$ cat config.mk
export PLATFORM = sky130hd
export DESIGN_NAME = pin_deglitch
export DESIGN_NICKNAME = d
export VERILOG_FILES = /design/src/rtl/pin_deglitch_pkg.sv /design/src/rtl/pd_sync.sv /design/src/rtl/pd_unit_timer.sv /design/src/rtl/pd_decide.sv /design/src/rtl/pin_deglitch.sv
export SDC_FILE = /design/constraint.sdc
export NUM_CORES = 1
export LEC_CHECK = 0
export BUFFER_PORTS_ARGS = -buffer_cell sky130_fd_sc_hd__buf_2
export CORE_ASPECT_RATIO = 0.9
export CORE_MARGIN = 5
export CORE_UTILIZATION = 52
export CTS_BUF_LIST = sky130_fd_sc_hd__clkbuf_16
export DETAILED_ROUTE_END_ITERATION = 7
export PLACE_DENSITY_LB_ADDON = 0.25
export REMOVE_ABC_BUFFERS = 1
export SYNTH_ARGS = -nofsm -noshare
export SYNTH_HDL_FRONTEND = slang
export SYNTH_SLANG_ARGS = --single-unit
$ cat constraint.sdc
create_clock -name clk -period 1.8 [get_ports clk]
set_input_delay 0 -clock clk [delete_from_list [all_inputs] [get_ports clk]]
set_output_delay 0 -clock clk [all_outputs]
set_load 0.01 [all_outputs]
$ cat src/rtl/pin_deglitch_pkg.sv
package pin_deglitch_pkg;

  typedef enum logic [1:0] {
    DB_BYPASS    = 2'd0,
    DB_REMOVE    = 2'd1,
    DB_KEEP_LOW  = 2'd2,
    DB_KEEP_HIGH = 2'd3
  } db_mode_e;

  // True when a move towards level nxt skips the timer under mode m.
  function automatic logic passes_at_once(db_mode_e m, logic nxt);
    return ((m == DB_KEEP_LOW) && !nxt) || ((m == DB_KEEP_HIGH) && nxt);
  endfunction

  function automatic int unsigned max4(int unsigned a, int unsigned b,
                                       int unsigned c, int unsigned d);
    int unsigned m;
    m = a;
    if (b > m) m = b;
    if (c > m) m = c;
    if (d > m) m = d;
    return m;
  endfunction

endpackage

$ cat src/rtl/pd_sync.sv
module pd_sync #(
  parameter int STAGES = 2
) (
  input  logic clk,
  input  logic rst_n,
  input  logic d,
  output logic q
);
  logic [STAGES-1:0] chain;

  genvar g;
  generate
    for (g = 0; g < STAGES; g++) begin : g_stage
      if (g == 0) begin : g_first
        always_ff @(posedge clk) begin
          if (!rst_n) chain[0] <= 1'b0;
          else        chain[0] <= d;
        end
      end else begin : g_next
        always_ff @(posedge clk) begin
          if (!rst_n) chain[g] <= 1'b0;
          else        chain[g] <= chain[g-1];
        end
      end
    end
  endgenerate

  assign q = chain[STAGES-1];
endmodule

$ cat src/rtl/pd_unit_timer.sv
module pd_unit_timer
  import pin_deglitch_pkg::*;
#(
  parameter int unsigned UNIT_LEN0 = 2,
  parameter int unsigned UNIT_LEN1 = 8,
  parameter int unsigned UNIT_LEN2 = 512,
  parameter int unsigned UNIT_LEN3 = 2048,
  parameter int          CNT_W     = 4
) (
  input  logic             clk,
  input  logic             rst_n,
  input  logic             clear,
  input  logic [1:0]       tick_sel,
  input  logic [CNT_W-1:0] count,
  output logic             expire
);
  localparam int unsigned UNIT_MAX = max4(UNIT_LEN0, UNIT_LEN1, UNIT_LEN2, UNIT_LEN3);
  localparam int          PRE_W    = $clog2(UNIT_MAX + 1);
  localparam int unsigned LENS [4] = '{UNIT_LEN0, UNIT_LEN1, UNIT_LEN2, UNIT_LEN3};

  logic [PRE_W-1:0] last_tab [4];
  logic [PRE_W-1:0] pre_cnt;
  logic [CNT_W-1:0] unit_cnt;
  logic [PRE_W-1:0] last_pre;
  logic [CNT_W-1:0] goal;
  logic             unit_end;

  genvar g;
  generate
    for (g = 0; g < 4; g++) begin : g_len
      assign last_tab[g] = PRE_W'(LENS[g] - 1);
    end
  endgenerate

  always_comb begin
    last_pre = last_tab[tick_sel];
    goal     = (count == '0) ? '0 : count - 1'b1;
    unit_end = (pre_cnt >= last_pre);
    expire   = !clear && unit_end && (unit_cnt >= goal);
  end

  always_ff @(posedge clk) begin
    if (!rst_n || clear) begin
      pre_cnt  <= '0;
      unit_cnt <= '0;
    end else if (unit_end) begin
      pre_cnt  <= '0;
      unit_cnt <= expire ? '0 : unit_cnt + 1'b1;
    end else begin
      pre_cnt  <= pre_cnt + 1'b1;
    end
  end

  // a clear request wipes all progress by the next cycle
  p_clear_wipes_r8: assert property (@(posedge clk) disable iff (!rst_n)
    clear |=> (pre_cnt == '0) && (unit_cnt == '0));

  // the prescaler never runs past the longest unit
  p_pre_bound_r3: assert property (@(posedge clk) disable iff (!rst_n)
    pre_cnt < PRE_W'(UNIT_MAX));

endmodule

$ cat src/rtl/pd_decide.sv
module pd_decide
  import pin_deglitch_pkg::*;
(
  input  logic       clk,
  input  logic       rst_n,
  input  logic       sync_in,
  input  logic [1:0] mode_raw,
  input  logic       expire,
  output logic       clear,
  output logic       filt
);
  db_mode_e mode;
  logic     out_q;
  logic     differs;
  logic     quick;

  always_comb begin
    mode    = db_mode_e'(mode_raw);
    differs = (sync_in != out_q);
    quick   = passes_at_once(mode, sync_in);
    clear   = (mode == DB_BYPASS) || !differs || quick;
    filt    = (mode == DB_BYPASS) ? sync_in : out_q;
  end

  always_ff @(posedge clk) begin
    if (!rst_n)
      out_q <= 1'b0;
    else if ((mode == DB_BYPASS) || (differs && quick) || expire)
      out_q <= sync_in;
  end

  // any update of the held level adopts the synchronised input
  p_settle_source_r4: assert property (@(posedge clk) disable iff (!rst_n)
    !$stable(out_q) |-> (out_q == $past(sync_in)));

  // in the symmetric policy nothing moves without timer expiry
  p_remove_waits_r4: assert property (@(posedge clk) disable iff (!rst_n)
    ((mode == DB_REMOVE) && !expire) |=> $stable(out_q));

  // falling edges pass at once when low glitches are kept
  p_fast_fall_r6: assert property (@(posedge clk) disable iff (!rst_n)
    ((mode == DB_KEEP_LOW) && out_q && !sync_in) |=> !out_q);

  // rising edges pass at once when high glitches are kept
  p_fast_rise_r7: assert property (@(posedge clk) disable iff (!rst_n)
    ((mode == DB_KEEP_HIGH) && !out_q && sync_in) |=> out_q);

endmodule

$ cat src/rtl/pin_deglitch.sv
module pin_deglitch
  import pin_deglitch_pkg::*;
#(
  parameter int unsigned UNIT_LEN0   = 2,
  parameter int unsigned UNIT_LEN1   = 8,
  parameter int unsigned UNIT_LEN2   = 512,
  parameter int unsigned UNIT_LEN3   = 2048,
  parameter int          CNT_W       = 4,
  parameter int          SYNC_STAGES = 2
) (
  input  logic             clk,
  input  logic             rst_n,
  input  logic             pin_raw,
  input  logic [1:0]       db_mode,
  input  logic [1:0]       db_tick_sel,
  input  logic [CNT_W-1:0] db_count,
  output logic             pin_filt
);
  logic sync_in;
  logic clear;
  logic expire;

  pd_sync #(.STAGES(SYNC_STAGES)) u_sync (
    .clk   (clk),
    .rst_n (rst_n),
    .d     (pin_raw),
    .q     (sync_in)
  );

  pd_unit_timer #(
    .UNIT_LEN0 (UNIT_LEN0),
    .UNIT_LEN1 (UNIT_LEN1),
    .UNIT_LEN2 (UNIT_LEN2),
    .UNIT_LEN3 (UNIT_LEN3),
    .CNT_W     (CNT_W)
  ) u_timer (
    .clk      (clk),
    .rst_n    (rst_n),
    .clear    (clear),
    .tick_sel (db_tick_sel),
    .count    (db_count),
    .expire   (expire)
  );

  pd_decide u_decide (
    .clk      (clk),
    .rst_n    (rst_n),
    .sync_in  (sync_in),
    .mode_raw (db_mode),
    .expire   (expire),
    .clear    (clear),
    .filt     (pin_filt)
  );

  // the filtered level is low in the first cycle after reset
  p_reset_low_r1: assert property (@(posedge clk) disable iff (!rst_n)
    $rose(rst_n) |-> !pin_filt);

endmodule

==> impl_results.rst, run 1 <==
.. list-table::
   :header-rows: 1

   * - Metric
     - Value
   * - Switching power
     - 0.210 mW
   * - Gr usage total
     - about 15%
   * - Internal power
     - 0.761 mW
   * - Starting density of the core
     - between 50% and 60%
   * - GP Congestion
     - ~0.8
   * - Fraction of final layout cells with drive strength greater than 1
     - between 20% and 30%
   * - Vertical extent of the die
     - 55.5 um
   * - Later-pin clock latency in the skew report
     - around 0.25 ns
   * - Avg WL per Cell
     - between 15 and 20 um
   * - Register area share after synthesis
     - a little under a third
   * - Hold/Removal Path Class
     - in -> reg
   * - Mean instance size in the synthesized netlist
     - 9.05 um^2
   * - Seq cells post-synth
     - 19
   * - Total via count after detailed routing
     - 1042
   * - Area contributors post-synth
     - sky130_fd_sc_hd__dfxtp_1 32%, sky130_fd_sc_hd__ha_1 17%, sky130_fd_sc_hd__nor2_1 7.2%, sky130_fd_sc_hd__xor2_1 5.1%, sky130_fd_sc_hd__xnor2_1 4.4%
   * - Antenna-violating nets left
     - 0
   * - Number of top-level pins
     - 12
   * - Starting DRC count in detailed routing
     - 21
   * - CTS buffer count
     - 3
   * - Clock sink count
     - 19
   * - Clk_skew
     - 0.00386 ns
   * - Total number of placement rows
     - 16
   * - Critical path startpoint category
     - flip-flop
   * - Peak fanout along the critical path
     - 3
   * - Net count reported at finish
     - 190
   * - Violated checks
     - setup timing
   * - Via density
     - between 5 and 6
   * - Critical path required time
     - 1.94 ns
   * - Minimum clock period after layout
     - between 1.5 and 2 ns
   * - Floorplan die area
     - 3360 um^2
   * - Arrival time worst endpoint
     - 2.00 ns
   * - Final hold violation count
     - 0
   * - Total number of H-tree levels
     - 1
   * - Residual overflow from global routing
     - 0
   * - Largest net degree at the start of global routing
     - 13
   * - Area fraction of the dominant cell type after synthesis
     - about a third
   * - Setup repair after global routing missed its margin
     - true
   * - Power Dens Cells
     - 629 nW/um^2
   * - Clk root buf
     - sky130_fd_sc_hd__clkbuf_16
   * - Part of the total power dissipated in sequential elements
     - 43.8%
   * - Cell count after synthesis
     - 132
   * - Number of warnings issued by yosys
     - 0
   * - Worst setup path class
     - reg -> reg
   * - Max clock buf depth
     - 2
   * - Placeable Area
     - ~2200 um^2
   * - Max-Cap Viols
     - 0
   * - Clock slew seen by the registers of the worst setup and hold paths
     - around 0.060 ns
   * - Tightest Pin Transition
     - between 0.2 and 0.3 ns
   * - Area growth from synthesis to layout
     - 29.1%
   * - Worst vdd rail ir drop
     - around 0.52 mV
   * - CTS tree
     - done
   * - Initial antenna violation count
     - 0
   * - Count of TritonRoute iterations in the first routing pass
     - 4
   * - Total negative slack for setup checks
     - -0.0543 ns
   * - Synth area leader
     - sky130_fd_sc_hd__dfxtp_1
   * - Leak Pwr
     - roughly 0.64 nW
   * - HPWL reported at the end of detailed placement
     - 1.88 mm
   * - Non-Filler Cell Area, Final
     - 1540 um^2
   * - Via count of the first global-routing pass
     - between 1000 and 1500
   * - Most frequent cells in the layout
     - 23 x sky130_fd_sc_hd__nor2_1, 16 x sky130_fd_sc_hd__dfxtp_1, 13 x sky130_fd_sc_hd__ha_1, 13 x sky130_fd_sc_hd__buf_4
   * - Count of cell types in the netlist
     - 35
   * - Fill cells
     - between 150 and 200
   * - Proportion of power drawn by the clock network
     - approximately 47%
   * - Worst-case headroom to the max-slew limit
     - 81.1%
   * - Cell area after synthesis
     - 1190 um^2
   * - DR DRC count
     - 0
   * - Chip width
     - between 60 and 70 um
   * - Highest clock rate
     - 539 MHz
   * - Most common cell after layout, fill and taps aside
     - sky130_fd_sc_hd__nor2_1
   * - Post-route setup slack
     - -0.0543 ns
   * - PortBufs
     - 11
   * - Final Max Slew Viols
     - 0
   * - Wire length of the first global-routing pass
     - between 4 and 5 mm
   * - Setup-violating endpoint count in the final report
     - 1
   * - Capturing element type of the critical path
     - flip-flop
   * - Combinational group share of total power
     - under 10%
   * - Proportion of total power due to net switching
     - roughly 22%
   * - WL final
     - 2.86 mm
   * - Post-placement cell area
     - about 1300 um^2
   * - Inserted Diodes
     - 0
   * - Outcome
     - finished with violations
   * - Final worst path period share
     - 103%
==> routing by layer <==
layer | GRT usage [%] | up-vias | part of all wire (%)
li1 | - | 526 | -
met1 | 18.8 | 481 | 42
met2 | 26.5 | 23 | 50
met3 | 3.50 | 12 | 3.4
met4 | 3.72 | 0 | 4.2
met5 | 0 | - | 0
==> power groups by stage <==
stage / registers [mW] / logic (mW) / clock network (mW)
floorplan: 0.435 / 0.0455 / 0
global placement: 0.435 / 0.0719 / 0
detailed placement: 0.436 / 0.0771 / 0
CTS: 0.426 / 0.0803 / 0.460
global route: 0.425 / 0.0979 / 0.474
finish: 0.425 / 0.0890 / 0.457
==> cell usage after synthesis (all sizes together) <==
master,instances
nor3,1
o21a,3
o221a,1
nand3,6
o31ai,1
nand2,11
xnor2,6
mux2,1
nand2b,1
nor2,23
and4b,1
xor2,7
mux2i,1
inv,4
a21boi,1
nand3b,2
nor2b,1
and2,2
or2b,1
a21oi,7
a31oi,2
o21ai,4
buf,1
a211oi,3
and4,2
dfxtp,19
and3,1
ha,16
nand4,3
==> through the flow <==
stage                     hold slack [ns]  total power [mW]  util [%]  worst slack, ns  std cells
after CTS                          0.0504             0.967      65.7           0.0118        182
after global routing               0.0694             0.998      70.7          -0.0885        189
after detailed placement            0.225             0.513      61.4           0.0527        177
after global placement              0.211             0.507      61.4           0.0998        177
final                              0.0489             0.971      70.7          -0.0543        189
after floorplan                     0.122             0.481         -           0.0812        131
==> kinds of logic after synthesis <==
logic type,synth area share (%)
compound gates,15.2
simple gates,23.2
fa+ha+maj,16.8
xor+xnor,9.53
buf+inv,1.67
flops,31.8
mux,1.78
==> worst max-delay path, cell delays in order, from the launching register on <==
cell and delay, ns:
sky130_fd_sc_hd__dfxtp_4 0.35, sky130_fd_sc_hd__ha_4 0.29, sky130_fd_sc_hd__and4b_2 0.30, sky130_fd_sc_hd__o21ai_2 0.09, sky130_fd_sc_hd__buf_4 0.15, sky130_fd_sc_hd__a211oi_4 0.25
sky130_fd_sc_hd__nor2_1 0.08, sky130_fd_sc_hd__o221a_1 0.24
==> final timing paths <==
path	from	end	slack, ns	cells past startpoint
max	u_timer.pre_cnt[10]$_SDFF_PP0_	u_decide.out_q$_SDFFE_PN0P_	-0.05	7
max reg2reg	u_timer.pre_cnt[10]$_SDFF_PP0_	u_decide.out_q$_SDFFE_PN0P_	-0.05	7
min reg2reg	u_sync.chain[0]$_SDFF_PN0_	u_sync.q$_SDFF_PN0_	0.44	1
min	rst_n	u_decide.out_q$_SDFFE_PN0P_	0.05	2
==> registers in the layout, indices dropped and copies added (netlist names) <==
register and flops:
u_decide.out_q 1, u_sync.chain 1, u_sync.q 1, u_timer.pre_cnt 12, u_timer.unit_cnt 4
==> repair_timing <==
action | in CTS | in global routing
endpoints found under the setup margin | 4 | 17
gates cloned | 0 | 1
endpoints found under the hold margin | 1 | 0
pin swaps | 0 | 7
resized for setup | 1 | 12
hold buffers | 1 | 0
setup buffers | 0 | 6
==> cell type report <==
type	count	area, um^2	area share [%]
inverter	4	15.0	0.973
sequential	19	387	25.1
tap	27	33.8	2.19
clock buffer	3	75.1	4.87
timing repair buffer	27	185	12.0
multi-input combinational	108	842	54.6
clock inverter	1	5.00	0.324
(Power assumes the default switching activity.)
==> inputs of run 2 (changes only) <==
MAX_ROUTING_LAYER = met4   (was unset)
==> run 2 against run 1 <==
Effect of this change:
- the flow still finishes with violations (setup timing)
- global-route usage rose by 0.41 points
- setup slack got worse by 0.00065 ns
- largest cell class unchanged
- die area unchanged
==> impl_results.rst, run 2 (synthesized netlist as in run 1, its figures left out) <==
.. list-table::
   :header-rows: 1

   * - Metric
     - Value
   * - Power Dens Cells
     - 629 nW/um^2 (about the same)
   * - Total via count after detailed routing
     - 1041 (-0.096%)
   * - Outcome
     - finished with violations
   * - Delay contributed by the slowest stage of the critical path
     - 0.35 ns (about the same)
   * - PortBufs
     - 11 (unchanged)
   * - Clk root buf
     - sky130_fd_sc_hd__clkbuf_16
   * - HPWL reported at the end of detailed placement
     - 1.88 mm (unchanged)
   * - Count of TritonRoute iterations in the first routing pass
     - 3 (-1)
   * - Via count of the first global-routing pass
     - 1023 (unchanged)
   * - Total number of H-tree levels
     - 1 (unchanged)
   * - Critical path startpoint category
     - flip-flop
   * - Setup repair after global routing missed its margin
     - true
   * - Max reg flops
     - 12 (unchanged)
   * - Clk_skew
     - 0.00374 ns (-0.000125 ns)
   * - Most frequent cells in the layout
     - 23 x sky130_fd_sc_hd__nor2_1, 16 x sky130_fd_sc_hd__dfxtp_1, 13 x sky130_fd_sc_hd__ha_1, 13 x sky130_fd_sc_hd__buf_4
   * - Worst-case headroom to the max-slew limit
     - 81.1% (unchanged)
   * - Worst vdd rail ir drop
     - 0.520 mV (-0.12%)
   * - DR DRC count
     - 0 (unchanged)
   * - Inserted Diodes
     - 0 (unchanged)
   * - Area growth from synthesis to layout
     - 29.1% (unchanged)
   * - Total number of placement rows
     - 16 (unchanged)
   * - Placeable Area
     - 2180 um^2 (unchanged)
   * - Via density
     - 5.51 (about the same)
   * - Max clock buf depth
     - 2 (unchanged)
   * - Post-route setup slack
     - -0.0550 ns (-0.000655 ns)
   * - Final hold violation count
     - 0 (unchanged)
   * - Minimum clock period after layout
     - 1.85 ns (+0.000655 ns)
   * - Crit-path cells
     - ha_4 > and4b_2 > o21ai_2 > buf_4 > a211oi_4 > nor2_1 > o221a_1
   * - Critical path required time
     - 1.94 ns (about the same)
   * - Largest reg by FF count
     - u_timer.pre_cnt
   * - Leak Pwr
     - 0.645 nW (unchanged)
   * - Non-Filler Cell Area, Final
     - 1540 um^2 (unchanged)
   * - Residual overflow from global routing
     - 0 (unchanged)
   * - Avg WL per Cell
     - 15.1 um (about the same)
   * - Number of top-level pins
     - 12 (unchanged)
   * - Critical-path top delay cell
     - sky130_fd_sc_hd__dfxtp_4
   * - Antenna-violating nets left
     - 0 (unchanged)
   * - Wire length of the first global-routing pass
     - 4.08 mm (unchanged)
   * - Vertical extent of the die
     - 55.5 um (unchanged)
   * - WL final
     - 2.86 mm (about the same)
   * - Starting density of the core
     - 54.8% (unchanged)
   * - Floorplan die area
     - 3360 um^2 (unchanged)
   * - Hold/Removal Path Class
     - in -> reg
   * - Starting DRC count in detailed routing
     - 21 (unchanged)
   * - Regs by FF count
     - u_timer.pre_cnt: 12 flops, u_timer.unit_cnt: 4 flops
   * - Fill cells
     - 167 (unchanged)
   * - CTS tree
     - done
   * - Tightest Pin Transition
     - 0.281 ns (unchanged)
   * - Clock slew seen by the registers of the worst setup and hold paths
     - 0.06 ns (about the same)
   * - Largest net degree at the start of global routing
     - 13 (unchanged)
   * - Initial antenna violation count
     - 0 (unchanged)
   * - Minimum setup slack after placement
     - 0.0527 ns (unchanged)
   * - Overall power of the completed layout
     - 0.970 mW (about the same)
   * - Arrival time worst endpoint
     - 2.00 ns (about the same)
   * - Worst setup path class
     - reg -> reg
   * - Max-Cap Viols
     - 0 (unchanged)
   * - Post-placement cell area
     - 1340 um^2 (unchanged)
   * - GP Congestion
     - 0.827 (+1.5%)
   * - Setup-violating endpoint count in the final report
     - 1 (unchanged)
   * - Violated checks
     - setup timing
   * - Net count reported at finish
     - 190 (unchanged)
   * - Later-pin clock latency in the skew report
     - 0.25 ns (about the same)
   * - Gr usage total
     - 15.8% (+0.41 points)
   * - Worst-case hold slack
     - 0.0492 ns (+0.000240 ns)
   * - Clock sink count
     - 19 (unchanged)
   * - Peak fanout along the critical path
     - 3 (unchanged)
   * - Capturing element type of the critical path
     - flip-flop
   * - Chip width
     - 60.5 um (unchanged)
   * - Fraction of final layout cells with drive strength greater than 1
     - 29.6% (unchanged)
   * - Final worst path period share
     - 103% (about the same)
   * - Final Max Slew Viols
     - 0 (unchanged)
   * - Most common cell after layout, fill and taps aside
     - sky130_fd_sc_hd__nor2_1
   * - Highest clock rate
     - 539 MHz (about the same)
   * - CTS buffer count
     - 3 (unchanged)
## run 2: metal layers
metal  wire [um]  share of wire (%)  track usage (%)
met1        1210                 42             18.8
met2        1460                 51             26.5
met3          97                3.4             3.50
met4         100                3.5             3.72
met5           0                  0                -
## run 2: path summary, 6_finish.rpt
check	start	endpoint	slack, ns	depth (start not counted)
worst max register to register	u_timer.pre_cnt[10]$_SDFF_PP0_	u_decide.out_q$_SDFFE_PN0P_	-0.05	7
worst min-delay path	rst_n	u_decide.out_q$_SDFFE_PN0P_	0.05	2
worst min register to register	u_sync.chain[0]$_SDFF_PN0_	u_sync.q$_SDFF_PN0_	0.44	1
worst max-delay path	u_timer.pre_cnt[10]$_SDFF_PP0_	u_decide.out_q$_SDFFE_PN0P_	-0.05	7
## run 2: final cells by class
class	count	area, um^2	area share [%]
multi-input combinational	108	842	54.6
sequential	19	387	25.1
timing repair buffer	27	185	12.0
clock buffer	3	75.1	4.87
tap	27	33.8	2.19
inverter	4	15.0	0.973
clock inverter	1	5.00	0.324
## run 2: through the flow
stage | instances | setup TNS [ns] | util, %
2_1_floorplan | 131 | 0 | -
3_3_place_gp | 177 | 0 | 61.4
3_5_place_dp | 177 | 0 | 61.4
4_1_cts | 182 | 0 | 65.7
5_1_grt | 189 | -0.239 | 70.7
6_report | 189 | -0.0550 | 70.7
## run 2: critical path, delay by kind of cell (launching register included)
family / cells / cell delay (ns)
AOI/OAI and AO/OA: 3 / 0.58
adders and majority gates: 1 / 0.29
buffers and inverters: 1 / 0.15
DFF: 1 / 0.35
and+or+nand+nor: 2 / 0.38
## run 2: report_power, final
group | internal [mW] | switching [mW]
Sequential | 0.422 | 0.00246
Combinational | 0.0405 | 0.0486
Clock | 0.298 | 0.159
## run 2: timing repair
action                                 4_1_cts  5_1_grt
cloned                                       0        1
setup endpoints to repair                    4       17
hold buffers                                 1        0
resized for setup                            1       12
setup buffers                                0        6
pin swaps                                    0        7
endpoints found under the hold margin        1        0
==> inputs of run 3 (changes only) <==
CORE_UTILIZATION = 55   (was 52)
RECOVER_POWER = 50   (was unset)
clock period = 2.1 ns   (was 1.8 ns; I/O delays follow)
==> run 3 against run 2 <==
Effect of this change:
- sequential power shrank 14%
- largest power group unchanged
- flip-flop and latch count is the same
- non-clock buffer count shrank 14
- the flow now finishes without violations
==> impl_results.rst, run 3 (synthesized netlist as in run 1, its figures left out) <==
.. list-table::
   :header-rows: 1

   * - Metric
     - Value
   * - Outcome
     - finished clean
   * - Most frequent cells in the layout
     - 23 x sky130_fd_sc_hd__nor2_1, 19 x sky130_fd_sc_hd__dfxtp_1, 16 x sky130_fd_sc_hd__ha_1
   * - Clock sink count
     - 19 (unchanged)
   * - Reg-to-reg slack, setup
     - 0.22 ns (+0.27 ns)
   * - Setup repair after global routing missed its margin
     - false
   * - Floorplan die area
     - 3210 um^2 (-4.5%)
   * - DR DRC count
     - 0 (unchanged)
   * - Critical path required time
     - 2.28 ns (+0.34 ns)
   * - Max clock buf depth
     - 2 (unchanged)
   * - Starting density of the core
     - 56.3% (+1.5 points)
   * - Minimum clock period after layout
     - 1.88 ns (+0.0282 ns)
   * - Clock slew seen by the registers of the worst setup and hold paths
     - 0.05 ns (about the same)
   * - Total negative slack for setup checks
     - 0 ns (+0.0550 ns)
   * - Placeable Area
     - 2120 um^2 (-2.8%)
   * - Worst reg-to-reg path cell count
     - 7 (unchanged)
   * - Setup-violating endpoint count in the final report
     - 0 (-1)
   * - Total number of H-tree levels
     - 1 (unchanged)
   * - Hold/Removal Path Class
     - in -> reg
   * - Initial antenna violation count
     - 0 (unchanged)
   * - WL final
     - 2.22 mm (-22%)
   * - Cell depth of the worst hold path
     - 2 (unchanged)
   * - Largest reg by FF count
     - u_timer.pre_cnt
   * - GP Congestion
     - 0.908 (+9.7%)
   * - Worst-case hold slack
     - 0.00740 ns (-0.0418 ns)
   * - Startpoint of the most critical hold path
     - rst_n
   * - Final Max Slew Viols
     - 0 (unchanged)
   * - Starting DRC count in detailed routing
     - 26 (+24%)
   * - Highest clock rate
     - 531 MHz (-1.5%)
   * - Fin util
     - 64.1% (-6.6 points)
   * - Regs by FF count
     - u_timer.pre_cnt: 12 flops, u_timer.unit_cnt: 4 flops
   * - Buffers inserted by post-CTS timing repair
     - 0 (unchanged)
   * - Peak fanout along the critical path
     - 6 (+3)
   * - Inserted Diodes
     - 0 (unchanged)
   * - Number of top-level pins
     - 12 (unchanged)
   * - Critical path startpoint category
     - flip-flop
   * - Final hold violation count
     - 0 (unchanged)
   * - Multi-input combinational cell area
     - 782 um^2 (-7.1%)
   * - Largest net degree at the start of global routing
     - 13 (unchanged)
   * - Gr usage total
     - 16.8% (+1.0 points)
   * - CTS tree
     - done
   * - Net count reported at finish
     - 176 (-7.4%)
   * - Residual overflow from global routing
     - 0 (unchanged)
   * - Worst setup path class
     - reg -> reg
   * - Launch instance of the worst register-to-register path
     - u_timer.pre_cnt[10]$_SDFF_PP0_
   * - Count of TritonRoute iterations in the first routing pass
     - 4 (+1)
   * - Final worst path period share
     - 89.7% (-13 points)
   * - Avg WL per Cell
     - 12.7 um (-16%)
   * - Number of buffers inserted for hold repair after clock tree synthesis
     - 1 (unchanged)
   * - Max reg flops
     - 12 (unchanged)
   * - Total number of placement rows
     - 16 (unchanged)
   * - PortBufs
     - 11 (unchanged)
   * - Worst vdd rail ir drop
     - 0.627 mV (+20%)
   * - Fill cells
     - 200 (+20%)
   * - Total via count after detailed routing
     - 971 (-6.7%)
   * - End point of the most critical hold path
     - u_sync.q$_SDFF_PN0_
   * - Via density
     - 5.55 (+0.74%)
   * - CTS buffer count
     - 3 (unchanged)
   * - Clk_skew
     - 0.000588 ns (-0.00315 ns)
   * - Leak Pwr
     - 0.546 nW (-15%)
   * - Capturing element type of the critical path
     - flip-flop
   * - Area taken by flip-flops and latches
     - 380 um^2 (-1.6%)
   * - Chip width
     - 59.1 um (-2.3%)
   * - Clk root buf
     - sky130_fd_sc_hd__clkbuf_16
   * - Later-pin clock latency in the skew report
     - 0.25 ns (about the same)
   * - Area growth from synthesis to layout
     - 13.8%
   * - Antenna-violating nets left
     - 0 (unchanged)
   * - Power Dens Cells
     - 602 nW/um^2 (-4.3%)
   * - Tightest Pin Transition
     - 0.301 ns (+0.0194 ns)
   * - Fraction of final layout cells with drive strength greater than 1
     - 16.2% (-13 points)
   * - HPWL reported at the end of detailed placement
     - 1.73 mm (-8.2%)
   * - Arrival time worst endpoint
     - 2.06 ns (+0.06 ns)
   * - Most common cell after layout, fill and taps aside
     - sky130_fd_sc_hd__nor2_1
   * - Max-Cap Viols
     - 0 (unchanged)
   * - Worst-case headroom to the max-slew limit
     - 80.0% (-1.1 points)
   * - Vertical extent of the die
     - 54.2 um (-2.3%)
   * - Number of cells upsized or downsized after cts
     - 0 (-1)
   * - Wire length of the first global-routing pass
     - 3.85 mm (-5.6%)
   * - Via count of the first global-routing pass
     - 970 (-5.2%)
   * - Destination of the worst register-to-register timing path
     - u_timer.unit_cnt[1]$_SDFFE_PP0P_
[run 3: routing by layer]
| layer | track usage (%) | wire (um) | up-vias |
|---|---|---|---|
| met5 | - | 0 | - |
| met2 | 28.7 | 1120 | 21 |
| met4 | 9.43 | 71 | 0 |
| met3 | 5.19 | 86 | 10 |
| li1 | - | - | 494 |
| met1 | 17.3 | 946 | 446 |
[run 3: worst max path at each step]
stage	startpoint	endpoint	slack, ns	cells after the start
finish	u_timer.pre_cnt[10]$_SDFF_PP0_	u_timer.unit_cnt[1]$_SDFFE_PP0P_	0.22	7
global route	u_timer.pre_cnt[10]$_SDFF_PP0_	u_timer.pre_cnt[6]$_SDFF_PP0_	0.09	7
CTS	u_timer.pre_cnt[9]$_SDFF_PP0_	u_decide.out_q$_SDFFE_PN0P_	0.28	6
detailed placement	u_timer.pre_cnt[10]$_SDFF_PP0_	u_timer.pre_cnt[8]$_SDFF_PP0_	0.31	7
global placement	u_timer.pre_cnt[10]$_SDFF_PP0_	u_decide.out_q$_SDFFE_PN0P_	0.37	6
floorplan	u_timer.pre_cnt[10]$_SDFF_PP0_	u_timer.pre_cnt[10]$_SDFF_PP0_	0.38	6
[run 3: critical path, stage by stage, from the launching register on]
cell	delay [ns]
sky130_fd_sc_hd__dfxtp_1	0.33
sky130_fd_sc_hd__ha_1	0.34
sky130_fd_sc_hd__a211oi_1	0.24
sky130_fd_sc_hd__nand2_1	0.13
sky130_fd_sc_hd__a31oi_4	0.25
sky130_fd_sc_hd__a211oi_4	0.11
sky130_fd_sc_hd__nand3b_1	0.25
sky130_fd_sc_hd__a21oi_1	0.16
[run 3: cell type report]
class / instances / area share (%)
Sequential cell: 19 / 28.0
Clock inverter: 1 / 0.368
Inverter: 4 / 1.10
Multi-Input combinational cell: 108 / 57.5
Timing Repair Buffer: 13 / 5.06
Tap cell: 27 / 2.48
Clock buffer: 3 / 5.52
[run 3: through the flow]
stage                     instance area [um^2]  worst slack (ns)  total power, mW  std cells
after global routing                      1360            0.0944            0.859        175
after detailed placement                  1290             0.308            0.438        170
after floorplan                           1190             0.381            0.412        131
final                                     1360             0.217            0.819        175
after CTS                                 1380             0.284            0.838        175
after global placement                    1290             0.373            0.434        170
[run 3: where the power goes]
| part | switching (mW) | leakage (nW) | total (mW) | internal [mW] |
|---|---|---|---|---|
| sequential | 0.00260 | 0.153 | 0.366 | 0.363 |
| clock | 0.134 | 0.0409 | 0.389 | 0.255 |
| combinational | 0.0344 | 0.352 | 0.0637 | 0.0293 |
